File: config.mk
export PLATFORM = sky130hd
export DESIGN_NAME = synth_word_loader
export DESIGN_NICKNAME = d
export VERILOG_FILES = /design/src/rtl/synth_word_loader.sv
export SDC_FILE = /design/constraint.sdc
export NUM_CORES = 1
export LEC_CHECK = 0
export ABC_AREA = 1
export BUFFER_PORTS_ARGS = -buffer_cell sky130_fd_sc_hd__clkbuf_2
export CORE_ASPECT_RATIO = 1.2
export CORE_MARGIN = 2
export CORE_UTILIZATION = 40
export DETAILED_ROUTE_END_ITERATION = 16
export SYNTH_ARGS = -nofsm -noshare
export SYNTH_HDL_FRONTEND = slang
export SYNTH_SLANG_ARGS = --single-unit
File: constraint.sdc
create_clock -name clk -period 4 [get_ports clk]
set_clock_uncertainty 0.15 [all_clocks]
set_input_delay 0.4 -clock clk [delete_from_list [all_inputs] [get_ports clk]]
set_output_delay 0.4 -clock clk [all_outputs]
set_load 0.1 [all_outputs]
File: src/rtl/synth_word_loader.sv
module synth_word_loader #(
  parameter int WORD_W    = 22,
  parameter int MODE_W    = 5,
  parameter int RATIO_W   = 15,
  parameter int MIN_RATIO = 3
) (
  input  logic                clk,
  input  logic                rst_n,
  input  logic                ser_clk,
  input  logic                ser_data,
  input  logic                ser_en,
  output logic [WORD_W-1:0]   ref2_word,
  output logic [WORD_W-1:0]   main2_word,
  output logic [WORD_W-1:0]   ref1_word,
  output logic [WORD_W-1:0]   main1_word,
  output logic [3:0]          upd,
  output logic [MODE_W-1:0]   ref1_mode,
  output logic [RATIO_W-1:0]  ref1_ratio,
  output logic                ref1_valid,
  output logic [MODE_W-1:0]   ref2_mode,
  output logic [RATIO_W-1:0]  ref2_ratio,
  output logic                ref2_valid,
  output logic                ratio_err,
  output logic                frame_err
);
  localparam int CNT_W  = $clog2(WORD_W + 2);
  localparam int R_LO   = 2;
  localparam int R_HI   = R_LO + RATIO_W - 1;
  localparam int M_LO   = R_HI + 1;
  localparam int M_HI   = M_LO + MODE_W - 1;
  localparam logic [CNT_W-1:0] FULL = CNT_W'(WORD_W);
  localparam logic [CNT_W-1:0] OVER = CNT_W'(WORD_W + 1);

  logic [2:0] sclk_p, en_p;
  logic [1:0] sdat_p;
  logic [WORD_W-1:0] shreg;
  logic [CNT_W-1:0]  cnt;
  logic [WORD_W-1:0] regs [4];
  logic [1:0] valid_q;

  wire en_s     = en_p[1];
  wire clk_rise = sclk_p[1] & ~sclk_p[2];
  wire en_rise  = en_p[1] & ~en_p[2];
  wire [1:0] sel = shreg[1:0];
  wire bad_ratio = shreg[R_HI:R_LO] < RATIO_W'(MIN_RATIO);

  always_ff @(posedge clk or negedge rst_n) begin
    if (!rst_n) begin
      sclk_p <= '0;
      sdat_p <= '0;
      en_p   <= '1;
    end else begin
      sclk_p <= {sclk_p[1:0], ser_clk};
      sdat_p <= {sdat_p[0], ser_data};
      en_p   <= {en_p[1:0], ser_en};
    end
  end

  always_ff @(posedge clk or negedge rst_n) begin
    if (!rst_n) begin
      shreg     <= '0;
      cnt       <= '0;
      upd       <= '0;
      frame_err <= 1'b0;
      ratio_err <= 1'b0;
      valid_q   <= '0;
      for (int i = 0; i < 4; i++) regs[i] <= '0;
    end else begin
      upd       <= '0;
      frame_err <= 1'b0;
      if (en_s) begin
        cnt <= '0;
      end else if (clk_rise) begin
        shreg <= {shreg[WORD_W-2:0], sdat_p[1]};
        if (cnt != OVER) cnt <= cnt + 1'b1;
      end
      if (en_rise) begin
        if (cnt != FULL) begin
          frame_err <= 1'b1;
        end else if (!sel[0] && bad_ratio) begin
          ratio_err <= 1'b1;
        end else begin
          regs[sel] <= shreg;
          upd[sel]  <= 1'b1;
          if (!sel[0]) valid_q[sel[1]] <= 1'b1;
        end
      end
    end
  end

  assign ref2_word  = regs[0];
  assign main2_word = regs[1];
  assign ref1_word  = regs[2];
  assign main1_word = regs[3];
  assign ref2_valid = valid_q[0];
  assign ref1_valid = valid_q[1];
  assign ref1_mode  = ref1_word[M_HI:M_LO];
  assign ref1_ratio = ref1_word[R_HI:R_LO];
  assign ref2_mode  = ref2_word[M_HI:M_LO];
  assign ref2_ratio = ref2_word[R_HI:R_LO];
endmodule

## After elaboration in Yosys (flattened, before gate mapping)

Index checks and enable logic that the tools add are counted.

- Output and inout port bits: 136
- Bits of input ports: 5
- Flip-flop bits (word level): 131

- Reductions and logical operators: 12
- Multiplexer cells: 15
- Bitwise gates (word level): 10
- Eq/ne operators: 2
- Add/sub/neg operators: 1
- Magnitude comparators: 7

Operators by type and width:

| kind | number |
|---|---|
| bitwise mux 88 bit | 1 |
| demux 22 bit (select 2 bit) | 1 |
| 2-to-1 mux 22 bit | 1 |
| < comparator 15 x 2 -> 1 bit, second input constant | 1 |
| 2-to-1 mux 5 bit | 3 |
| 2-to-1 mux 4 bit | 3 |
| inequality test 5 bit, second input constant | 2 |
| inverter 1 bit | 6 |
| AND reduction 3 bit | 2 |
| adder 5 x 1 -> 5 bit, second input constant | 1 |
| logical AND 1 bit | 4 |
| 2-to-1 mux 1 bit | 4 |
| AND reduction 2 bit | 2 |
| AND reduction 4 bit | 1 |
| nonzero test 2 bit | 2 |
| >= comparator 3 bit, second input constant | 1 |
| < comparator 2 x 3 -> 1 bit, second input constant | 1 |
| < comparator 3 x 1 -> 1 bit, second input constant | 1 |
| inverter 2 -> 3 bit | 1 |
| bitwise AND 1 bit | 2 |
| demux 1 bit (select 2 bit) | 1 |
| >= comparator 2 x 1 -> 1 bit, second input constant | 1 |
| < comparator 1 x 2 -> 1 bit, second input constant | 1 |
| bitwise OR 2 bit | 1 |
| 3 further kinds | 3 |

## Depth between registers and ports, before layout

- Depth after elaboration: 7
- Depth in mapped cells: 10
- Mapped depth without buffers: 9

## Worst setup path before layout

OpenSTA, ideal clock, no wires.

- Path type: register to output
- Start point: register regs, in the netlist ref1_word[10]
- End point: output ref1_word[10]
- Data required time: 3.450 ns
- Stages on the path, launching flop included: 2
- Data arrival time: 1.340 ns
- Path slack: 2.110 ns
- Buffers on the path: 1
- Cells stage by stage: dfrtp_1 > buf_4

RTL lines:

| element | line | text |
|---|---|---|
| from (decl) | 38 | `logic [WORD_W-1:0] regs [4];` |
| from (signal, indexed assignment) | 83 | `regs[sel] <= shreg;` |
| to (decl) | 14 | `output logic [WORD_W-1:0] ref1_word,` |

No word-level cell between the ends.

## Final worst setup path

- Start point: register cnt[0]
- End point: register regs, in the netlist main2_word[2]

- Cells in the longest elaborated chain, start to end: 3

Ends and longest elaborated chain:

| element | line | text |
|---|---|---|
| from (decl) | 37 | `logic [CNT_W-1:0] cnt;` |
| from (signal assigned) | 75 | `if (cnt != OVER) cnt <= cnt + 1'b1;` |
| inequality test 5 bit | 78 | `if (cnt != FULL) begin` |
| inverter 1 bit (no source line) | n/a |  |
| AND reduction 3 bit (no source line) | n/a |  |

Every way passes these cells.
A chain may end at the register's enable or synchronous reset.

==> results.md <==
- CP Data Required Time: 4130 ps
- Clock power share: 48.8%
- Worst path slowest cell: nand4_1
- Syn Nets: 555
- Max Cap Viol: 0
- Sw frac: 25.78%
- Post-route antenna net violation count: 0
- Complex-gate fraction of the synthesized area: 6.426%
- TritonRoute pass-1 iters: 4
- Min cycle time layout: 2475 ps
- CTS root buf: clkbuf_16
- Post_cts resized: 0
- Filler cells: 1225
- CP cell instances: inv_1, ha_1, nand2_1, nor2_2, nand4_1, buf_4, nand2_1, o21ai_0
- Largest family of logic cells by synthesized area: simple AND/OR/NAND/NOR gates
- Simple logic cell fraction of the synthesized area: 20.03%
- Synth unique cells: 24
- Hold crit path type: in -> async
- I/O Pins: 141
- Element type at the critical path end: flip-flop
- Final nets: 655
- Wirelength per Cell: 14.01 um
- Initial antenna violation count: 0
- Die Y: 130.5 um
- GRT overflow: 0
- CP bufs+invs: 2
- DRC Markers: 0
- Area delta synth->final: 21.46%
- Non-filler instance count after layout: 829
- Count of final hold-check violations: 26
- Status: finished with violations
- Syn_area_per_cell: 9.736 um2
- Worst path max stage delay: 660 ps
- Row cnt: 46
- Synthesized area: 5335 um2
- Synthesis-stage register bit count: 131
- Post-Synth Adder-Cell Area: 0.4690%
- Top-area cell type share of the netlist area: 60.04%
- Setup ws final: 1525 ps
- Mux contribution to synthesized area: 0.2111%
- Worst slack, placed: 1512 ps
- Final wirelength: 11620 um
- Layout cells sized above 1: 28.90%
- Placed wire-length estimate: 8084 um
- Worst Path Max Fanout: 22
- Num CTS Buffers: 17
- Flop pwr share: 43.9%
- Arrival time worst endpoint: 2610 ps
- Worst-Skew Late Latency: 410 ps
- Clock-pin slew on the worst setup and hold paths: 60 ps
- Htree depth: 4
- Yosys Warn Count: 0
- P_int: 2.391 mW
- Number of global-route vias before repair: 3595
- Post-Syn Instances: 548
- Net Sw Power: 0.8304 mW
- Post-synthesis xor/xnor area fraction: 0%
- Inserted Diodes: 0
- 1st-iter DRT viols: 215
- Final setup viols: 0
- EDFF count, synth: 0
- Top_reg_cell synth: dfrtp_1
- Final Max Slew Viols: 0
- Most frequent cell after synthesis: nand2_1
- Global placement routability congestion: 0.7660
- Fin crit share: 61.89%
- Die ar.: 14280 um2
- Synth cell count leaders: nand2_1 (168), dfrtp_1 (128), o21ai_0 (62)
- Maximum buffer depth of the clock tree: 2
- WS Path Type: reg -> reg
- Failing checks: hold timing
- Hold_ws: -57.45 ps
- Initial core utilization: 40.66%
- PD cells: 497.2 nW/um2
- CP dominant cell by count: nand2_1
- Delay-heaviest family, CP: simple AND/OR/NAND/NOR gates
- CP startpoint kind: flip-flop
- Area of the multi-input gates: 1448 um2
- Final TNS setup: 0 ps
- Yosys top cell by area: dfrtp_1
- R2R Setup Slk: 1520 ps
- Synth async-reset ratio: 100.0%
- RSZ-0062 raised after global routing: false
- Comb pwr share: 7.3%
- Vias: 3941
- PortBufs: 140
- Total core area: 13120 um2
- Synth area leaders: dfrtp_1 (60%), nand2_1 (12%), buf_4 (6.2%)
- Sequential element share of the synthesized area: 61.52%
- Fmax: 404.0 MHz
- Reg area: 3282 um2
- Static Leakage: 3.536 nW
- Largest net degree at the start of global routing: 112
- Cells after DPL: 794
- DR vias/cell: 4.754
- Slew HR: 33.46%
- CTS tree: done
- Chip width: 109.4 um
- R2R depth: 8
- CTS sink cnt: 131
- Worst path depth: 8
- Worst IR drop on VDD: 262.4 uV
- Worst-margin pin slew: 998.1 ps
- Global-route wire length before repair: 18500 um
- GRT Total Usage: 17.08%
==> registers in the layout, indices dropped and copies added, names as in the netlist <==
register    cells
shreg          22
valid_q         2
sdat_p          2
ref1_word      22
ratio_err       1
frame_err       1
en_p            3
upd             4
ref2_word      22
sclk_p          3
main1_word     22
main2_word     22
cnt             5
==> layout by cell type, fill, tap and decap left out, drive strengths merged <==
| cell | instances |
|---|---|
| nand2 | 169 |
| clkbuf | 156 |
| dfrtp | 128 |
| o21ai | 62 |
| nand4 | 43 |
| inv | 43 |
| nor2 | 16 |
| buf | 7 |
| nand3 | 7 |
| clkinv | 5 |
| clkinvlp | 4 |
| or2 | 3 |
| a21oi | 3 |
| bufinv | 3 |
| dfstp | 3 |
| dlygate4sd3 | 3 |
| ha | 2 |
| nor3 | 1 |
| mux2 | 1 |
| o211a | 1 |
| o21a | 1 |
==> what timing repair did <==
action,4_1_cts,5_1_grt
buffers inserted,0,0
setup endpoints to repair,0,0
hold buffers,3,0
endpoints found under the hold margin,3,0
==> path summary, 6_finish.rpt <==
| kind | to | startpoint |
|---|---|---|
| setup / recovery | main2_word[2]$_DFFE_PN0P_ | cnt[0]$_DFFE_PN0P_ |
| hold / removal | main2_word[1]$_DFFE_PN0P_ | rst_n |
| setup reg to reg | main2_word[2]$_DFFE_PN0P_ | cnt[0]$_DFFE_PN0P_ |
| hold reg to reg | sclk_p[1]$_DFF_PN0_ | sclk_p[0]$_DFF_PN0_ |
| max in group asynchronous | main1_word[2]$_DFFE_PN0P_ | rst_n |
| min in group clk | sclk_p[1]$_DFF_PN0_ | sclk_p[0]$_DFF_PN0_ |
==> metrics by stage <==
| step | util [%] | area, um2 | power, mW |
|---|---|---|---|
| after detailed placement | 44.52 | 5842 | 1.671 |
| after global routing | 49.38 | 6480 | 3.362 |
| after CTS | 49.38 | 6480 | 3.262 |
| after global placement | 44.52 | 5842 | 1.663 |
| after floorplan | - | 5335 | 1.592 |
| final | 49.38 | 6480 | 3.222 |
==> logic make-up (layout without fill, tap and decap cells) <==
| group | after synthesis | after routing |
|---|---|---|
| AND/OR/NAND/NOR | 239 | 239 |
| flip-flops | 131 | 131 |
| buffers and inverters | 108 | 221 |
| AO/OA/AOI/OAI | 67 | 67 |
| adder cells (fa/ha/maj) | 2 | 2 |
| multiplexers | 1 | 1 |
==> per-layer routing <==
metal,GRT usage (%),up-vias,wire length (um)
li1,-,1939,-
met1,22.55,1885,5161
met2,27.02,106,5767
met3,4.514,11,562
met4,6.627,0,124
met5,0,-,0
==> power groups by stage <==
stage | registers, mW | clock network [mW] | logic (mW)
after CTS | 1.41 | 1.61 | 0.238
after floorplan | 1.42 | 0 | 0.175
after global routing | 1.42 | 1.67 | 0.276
after global placement | 1.43 | 0 | 0.229
final | 1.41 | 1.57 | 0.235
after detailed placement | 1.44 | 0 | 0.234
==> layout make-up <==
type / instances / share of cell area, %
clock inverters: 15 / 2.819
clock buffers: 17 / 6.565
inverters: 40 / 2.317
multi-input cells: 309 / 22.34
repair buffers: 149 / 12.07
well taps: 168 / 3.244
flip-flops and latches: 131 / 50.65
Note: power is estimated with default switching activity, not from simulation.
